**src/rtl/wake_ctrl_pkg.sv**
```systemverilog
package wake_ctrl_pkg;
  localparam int MODE_W = 4;
  localparam logic [MODE_W-1:0] MODE_PEND = 4'h9;
  localparam logic [MODE_W-1:0] MODE_POL  = 4'hA;
  localparam logic [MODE_W-1:0] MODE_ENB  = 4'hB;

  typedef enum logic [1:0] {
    SEL_NONE = 2'd0,
    SEL_PEND = 2'd1,
    SEL_POL  = 2'd2,
    SEL_ENB  = 2'd3
  } reg_sel_e;

  function automatic reg_sel_e decode_mode(input logic [MODE_W-1:0] m);
    case (m)
      MODE_PEND: return SEL_PEND;
      MODE_POL:  return SEL_POL;
      MODE_ENB:  return SEL_ENB;
      default:   return SEL_NONE;
    endcase
  endfunction
endpackage

```
**src/rtl/wake_sync.sv**
```systemverilog
module wake_sync #(
  parameter int W      = 8,
  parameter int STAGES = 2
) (
  input  logic         clk,
  input  logic         rst_n,
  input  logic [W-1:0] d_async,
  output logic [W-1:0] q_sync
);
  logic [W-1:0] chain [STAGES];

  generate
    for (genvar s = 0; s < STAGES; s++) begin : g_stage
      if (s == 0) begin : g_first
        always_ff @(posedge clk or negedge rst_n) begin
          if (!rst_n) chain[s] <= '0;
          else        chain[s] <= d_async;
        end
      end else begin : g_next
        always_ff @(posedge clk or negedge rst_n) begin
          if (!rst_n) chain[s] <= '0;
          else        chain[s] <= chain[s-1];
        end
      end
    end
  endgenerate

  assign q_sync = chain[STAGES-1];
endmodule

```
**src/rtl/wake_edge_det.sv**
```systemverilog
module wake_edge_det #(
  parameter int W = 8
) (
  input  logic         clk,
  input  logic         rst_n,
  input  logic [W-1:0] level,
  input  logic [W-1:0] fall_sel,
  output logic [W-1:0] hit
);
  logic [W-1:0] prev_q;

  always_ff @(posedge clk or negedge rst_n) begin
    if (!rst_n) prev_q <= '0;
    else        prev_q <= level;
  end

  generate
    for (genvar i = 0; i < W; i++) begin : g_pin
      logic went_up, went_down;
      assign went_up   = level[i] & ~prev_q[i];
      assign went_down = prev_q[i] & ~level[i];
      assign hit[i]    = fall_sel[i] ? went_down : went_up;
    end
  endgenerate
endmodule

```
**src/rtl/wake_regfile.sv**
```systemverilog
module wake_regfile
  import wake_ctrl_pkg::*;
#(
  parameter int W = 8
) (
  input  logic         clk,
  input  logic         rst_n,
  input  logic         xchg_en,
  input  reg_sel_e     sel,
  input  logic [W-1:0] wr_data,
  input  logic [W-1:0] hit,
  output logic [W-1:0] rd_data,
  output logic [W-1:0] enb_n_q,
  output logic [W-1:0] pol_q,
  output logic [W-1:0] pend_q
);
  localparam logic [W-1:0] ALL_ONES = '1;

  logic wr_pend, wr_pol, wr_enb;
  logic [W-1:0] pend_base;

  assign wr_pend = xchg_en && (sel == SEL_PEND);
  assign wr_pol  = xchg_en && (sel == SEL_POL);
  assign wr_enb  = xchg_en && (sel == SEL_ENB);

  // a fresh edge is ORed in after the written value, so the edge wins
  assign pend_base = wr_pend ? wr_data : pend_q;

  always_ff @(posedge clk or negedge rst_n) begin
    if (!rst_n) begin
      enb_n_q <= ALL_ONES;
      pol_q   <= ALL_ONES;
      pend_q  <= '0;
    end else begin
      pend_q <= pend_base | hit;
      if (wr_pol) pol_q   <= wr_data;
      if (wr_enb) enb_n_q <= wr_data;
    end
  end

  always_comb begin
    rd_data = '0;
    if (xchg_en) begin
      case (sel)
        SEL_PEND: rd_data = pend_q;
        SEL_POL:  rd_data = pol_q;
        SEL_ENB:  rd_data = enb_n_q;
        default:  rd_data = '0;
      endcase
    end
  end
endmodule

```
**src/rtl/pin_wake_ctrl.sv**
```systemverilog
module pin_wake_ctrl
  import wake_ctrl_pkg::*;
#(
  parameter int PORT_W      = 8,
  parameter int SYNC_STAGES = 2
) (
  input  logic              clk,
  input  logic              rst_n,
  input  logic [PORT_W-1:0] pins,
  input  logic              xchg_en,
  input  logic [MODE_W-1:0] mode_sel,
  input  logic [PORT_W-1:0] wr_data,
  output logic [PORT_W-1:0] rd_data,
  output logic [PORT_W-1:0] pend_vec,
  output logic              wake_req
);
  logic [PORT_W-1:0] pin_s;
  logic [PORT_W-1:0] hit_vec;
  logic [PORT_W-1:0] enb_n_q, pol_q, pend_q;
  reg_sel_e          sel;

  assign sel = decode_mode(mode_sel);

  wake_sync #(.W(PORT_W), .STAGES(SYNC_STAGES)) u_sync (
    .clk     (clk),
    .rst_n   (rst_n),
    .d_async (pins),
    .q_sync  (pin_s)
  );

  wake_edge_det #(.W(PORT_W)) u_edge (
    .clk      (clk),
    .rst_n    (rst_n),
    .level    (pin_s),
    .fall_sel (pol_q),
    .hit      (hit_vec)
  );

  wake_regfile #(.W(PORT_W)) u_regs (
    .clk     (clk),
    .rst_n   (rst_n),
    .xchg_en (xchg_en),
    .sel     (sel),
    .wr_data (wr_data),
    .hit     (hit_vec),
    .rd_data (rd_data),
    .enb_n_q (enb_n_q),
    .pol_q   (pol_q),
    .pend_q  (pend_q)
  );

  assign pend_vec = pend_q;
  assign wake_req = |(pend_q & ~enb_n_q);
endmodule

```
**config.mk**
```make
export PLATFORM = sky130hd
export DESIGN_NAME = pin_wake_ctrl
export DESIGN_NICKNAME = d
export VERILOG_FILES = /design/src/rtl/wake_ctrl_pkg.sv /design/src/rtl/wake_sync.sv /design/src/rtl/wake_edge_det.sv /design/src/rtl/wake_regfile.sv /design/src/rtl/pin_wake_ctrl.sv
export SDC_FILE = /design/constraint.sdc
export NUM_CORES = 1
export LEC_CHECK = 0
export BUFFER_PORTS_ARGS = -buffer_cell sky130_fd_sc_hd__buf_4
export CELL_PAD_IN_SITES_DETAIL_PLACEMENT = 1
export CELL_PAD_IN_SITES_GLOBAL_PLACEMENT = 1
export CORE_AREA = 2 2 80 82
export DETAILED_ROUTE_END_ITERATION = 10
export DIE_AREA = 0 0 82 84
export GPL_ROUTABILITY_DRIVEN = 0
export GPL_TIMING_DRIVEN = 0
export PLACE_DENSITY = 0.63
export SLEW_MARGIN = 5
export SYNTH_ARGS = -nofsm -noshare
export SYNTH_HDL_FRONTEND = slang
export SYNTH_SLANG_ARGS = --single-unit
```
**constraint.sdc**
```tcl
create_clock -name clk -period 3.12 [get_ports clk]
set_input_delay 0.624 -clock clk [delete_from_list [all_inputs] [get_ports clk]]
set_output_delay 0.624 -clock clk [all_outputs]
set_load 0.005 [all_outputs]
```
# Word-level counts from Yosys, hierarchy flattened
# Index checks and enable logic that the tools add are counted.
# totals
output_inout_bits	17
wordCells	63
mem_count	0
latch_bits	0
register_bits	48
ram_bits	0
input_bits	23
mem_bits_ro	0
# op_classes
bitwise	35
n_mux	12
eq_ne	6
add_sub_neg	0
n_shift	0
reduce_logical	4
magnitude_cmp	0
n_div	0
mul	0
# op_table
op	count
$pmux 8 s3	1
$and 1x1->1	16
$mux 8	2
$not 1->1	16
$eq 4x4->1 const B	3
$and 8x8->8	1
$mux 1	8
$not 8->8	1
$or 8x8->8	1
$reduce_or 8->1	1
$pmux 2 s3	1
$eq 2x2->1 const B	2
$logic_and 1x1->1	3
$eq 2x1->1 const B	1

# Longest topological paths before layout
# depth
ltp_word	6
depth_mapped	6
mapped_depth_nobuf	3

# Modules after synthesis
# From an unflattened synthesis, not the netlist that was laid out.
# hier_totals
cells_unflattened	168
area_unflattened_um2	2135.8
# by_module_without_submodules
module	seq_area_each_um2	area_per_inst_um2	cells_each	n_inst
wake_regfile	620.6	1218.7	97	1
wake_sync	400.4	460.4	24	1
wake_edge_det	200.2	376.6	32	1
pin_wake_ctrl	0.0	80.1	15	1

# Worst setup path before layout
# OpenSTA, ideal clock, no wires.
# synth_timing
path_kind	input -> output
startpoint	in mode_sel[1]
endpoint	out rd_data[6]
path_slack_ps	1199
cell_stages	4
required_time_ps	2496
path_buffers	1
arrival_time_ps	1297
path_cell_list	buf_6 > mux2_2 > a22oi_1 > nor2_1
# synth_between
elab_chain_len	5
elab_cells_between_ends	9
classes_between	eq/ne (6); mux (3)
# synth_lines
element	line	source
from (decl)	pin_wake_ctrl.sv:11	input logic [MODE_W-1:0] mode_sel,
$eq 4x4->1	wake_ctrl_pkg.sv:15	case (m)
$pmux 2 s3 *	wake_ctrl_pkg.sv:15	
$eq 2x2->1 or $eq 2x1->1 (tied branches)	wake_regfile.sv:44	case (sel)
$pmux 8 s3 *	wake_regfile.sv:44	
$mux 8 *	wake_regfile.sv:43	if (xchg_en) begin
to (decl)	pin_wake_ctrl.sv:13	output logic [PORT_W-1:0] rd_data,
# Mark *: on every way between the ends. The rest lies on a longest branch, timed or not.

# Worst setup path in the final report
# layout_timing
startpoint	reg u_regs.enb_n_q[0]
endpoint	out wake_req
# layout_between
elab_chain_len	3
# layout_lines
element	line	source
from (decl)	wake_regfile.sv:13	output logic [W-1:0] enb_n_q,
from (signal assigned)	wake_regfile.sv:37	if (wr_enb) enb_n_q <= wr_data;
$not 8->8	pin_wake_ctrl.sv:53	assign wake_req = |(pend_q & ~enb_n_q);
$and 8x8->8	pin_wake_ctrl.sv:53	
$reduce_or 8->1	pin_wake_ctrl.sv:53	
to (decl)	pin_wake_ctrl.sv:15	output logic wake_req
# Every way passes these cells.

==> reports/metrics.cfg <==
[routing]
drt_pass1_iterations=4
vias=1396
wl_per_cell_um=17.4
post_drt_via_cell_ratio=5.00
drtIter0Drc=30
ant_nets=0
drc=0
wl_mm=4.86

[synth]
ys_ff_latch=48
synth_warnings=0
synth_top_area_cell=dfrtp_1
syn_area_um2=2070
synth_top_cell_area_share_pct=38.7
synth_area_leaders=dfrtp_1, dfstp_2, mux2_2, mux2_4, a311o_1
ys_seq_area_share_pct=59.0
synth_area_per_cell_um2=13.3
syn_inst=155
synth_cell_types=23
synth_fp_nets=178

[clocking]
cts_root_buffer=clkbuf_8
cts-hold-fix-buffers=0
cts.path.max_buffers=2
htreeDepth=2
clk_latency_ps=290
path_clk_slew_ps=80
numClockSinks=48
cts_tree=built
ctsResizeCount=0
cts_made_buffers=5
post_cts_buffers=0

[global_route]
grt_pass1_vias=1627
grt_overflow=0
grt_pass1_wl_mm=8.22
track_usage_pct=15.7
grt_max_degree=49
antenna_found_initial=0

[setup_path]
crit_path_end_kind=output pin
cp_data_arrival_time_ps=1610
rrSetupSlack_ps=2060
slowest_delay_ps=550
rr_startpoint=u_regs.pol_q[3]
crit_fanout=3
crit_path_top_delay_cell=dfstp_2
crit_buf_inv=1
worstPathCellList=o22ai_1 > or4_1 > buf_4
critical_path_class=reg -> out
start_kind=flop
path_delay_family=flip-flops
worstReg2RegEnd=u_regs.pend_q[3]
required_ps=2500
r2r_cells=2

[cells_and_area]
multi_input_area_um2=749
drive_above_1_share_pct=47.5
fin_cells=279
ff_latch_area_um2=1220
utilization_pct=41.6
layout_common_cells=buf_4, dfrtp_1, mux2_2, dfstp_2, nand3b_1
num-nets-final=224
final_common_cell=buf_4
antenna_cells=0
synthToLayoutAreaGrowth_pct=22.7
nFillCells=673

[pwr]
powerDensity_nw_per_um2=541
p_leak_nw=1.11
ir_worst_vdd_v=0.000162

[timing]
whs_ps=341
hold_violations=0
setup_viol=0
min_period_ps=2230
fmax_mhz=448
rsz0062_at_grt=false
tns_ps=0
setup_ws_ps=886
tightest_slew_ps=615
fin_skew_ps=8.05
final.period_utilization_pct=71.6
slew_headroom_pct=59.0
drv_slew=0

[die]
die_w_um=82
die_area_um2=6890
start_util_pct=33.9
io-pin-count=40
coreArea_um2=6100
num_rows=29
fp.dieH_um=84

[run_status]
outcome=finished, final reports clean

[placement]
dpl.hpwl_mm=3.38
place_inst=271
io_buffers=39
place_ws_ps=896

[job]
drv_cap=0

[worst_hold_path]
hp-class=in -> async

-- worst max path at each step --
| stage | start | to | cells after the start |
|---|---|---|---|
| 4_1_cts | u_regs.enb_n_q[0] | wake_req | 3 |
| 5_1_grt | u_regs.enb_n_q[2] | wake_req | 3 |
| 2_1_floorplan | mode_sel[1] | rd_data[6] | 4 |
| 3_5_place_dp | mode_sel[1] | rd_data[6] | 6 |
| 3_3_place_gp | mode_sel[1] | rd_data[6] | 6 |
| 6_report | u_regs.enb_n_q[0] | wake_req | 3 |
-- logic make-up (layout without fill, tap and decap cells) --
group	after synthesis	in the layout	synth area share, %
compound gates	36	36	11.9
mux	24	24	14.5
buf+inv	16	63	4.72
simple gates	31	31	9.86
flops	48	48	59.0
-- where the power goes --
group / switching [W] / leakage, nW / internal (W)
Clock: 0.000190 / 0.0422 / 0.000158
Sequential: 0.0000605 / 0.522 / 0.000732
Combinational: 0.0000936 / 0.544 / 0.000140
Total: 0.000344 / 1.11 / 0.00103
-- layout make-up --
class / count / share of cell area, %
timing repair buffer: 39 / 11.5
multi-input combinational: 91 / 29.5
clock inverter: 1 / 0.197
inverter: 8 / 1.18
clock buffer: 7 / 3.01
sequential: 48 / 48.1
buffer: 8 / 2.66
tap: 77 / 3.79
-- worst reg2reg max path: cells and delay by family, from the launching register on --
family             cells  cell delay, ps
AOI/OAI and AO/OA      2             380
DFF                    1             570
-- synth_stat cells --
master	count
a311o_1	8
clkbuf_2	1
nor2b_4	1
nand2b_1	8
o22ai_1	4
a22oi_1	8
inv_1	8
mux2_4	8
or4_1	1
a21oi_1	8
nor2_1	8
and3b_1	1
and2b_1	1
buf_4	1
mux2_2	16
nand3b_1	9
dfstp_2	16
buf_2	2
o21ai_0	8
nand3_2	1
dfrtp_1	32
and2_4	1
buf_6	4
-- metal layers --
layer	GRT usage (%)	vias up	part of all wire, %
met1	20.0	719	44
met3	2.60	2	3.1
met5	0	-	0
li1	-	650	-
met2	27.1	25	52
met4	4.55	0	0.49
-- metrics by stage --
stage / instance area (um2) / power (W)
floorplan: 2070 / 0.000933
global placement: 2460 / 0.00102
detailed placement: 2460 / 0.00104
CTS: 2540 / 0.00140
global route: 2540 / 0.00146
finish: 2540 / 0.00137
-- state kept, by name, indices dropped and copies added, names as in the netlist --
| name | cells |
|---|---|
| u_edge.prev_q | 8 |
| u_regs.enb_n_q | 8 |
| u_regs.pend_q | 8 |
| u_regs.pol_q | 8 |
| u_sync.chain | 8 |
| u_sync.q_sync | 8 |
Power figures use the tool's default switching activity.
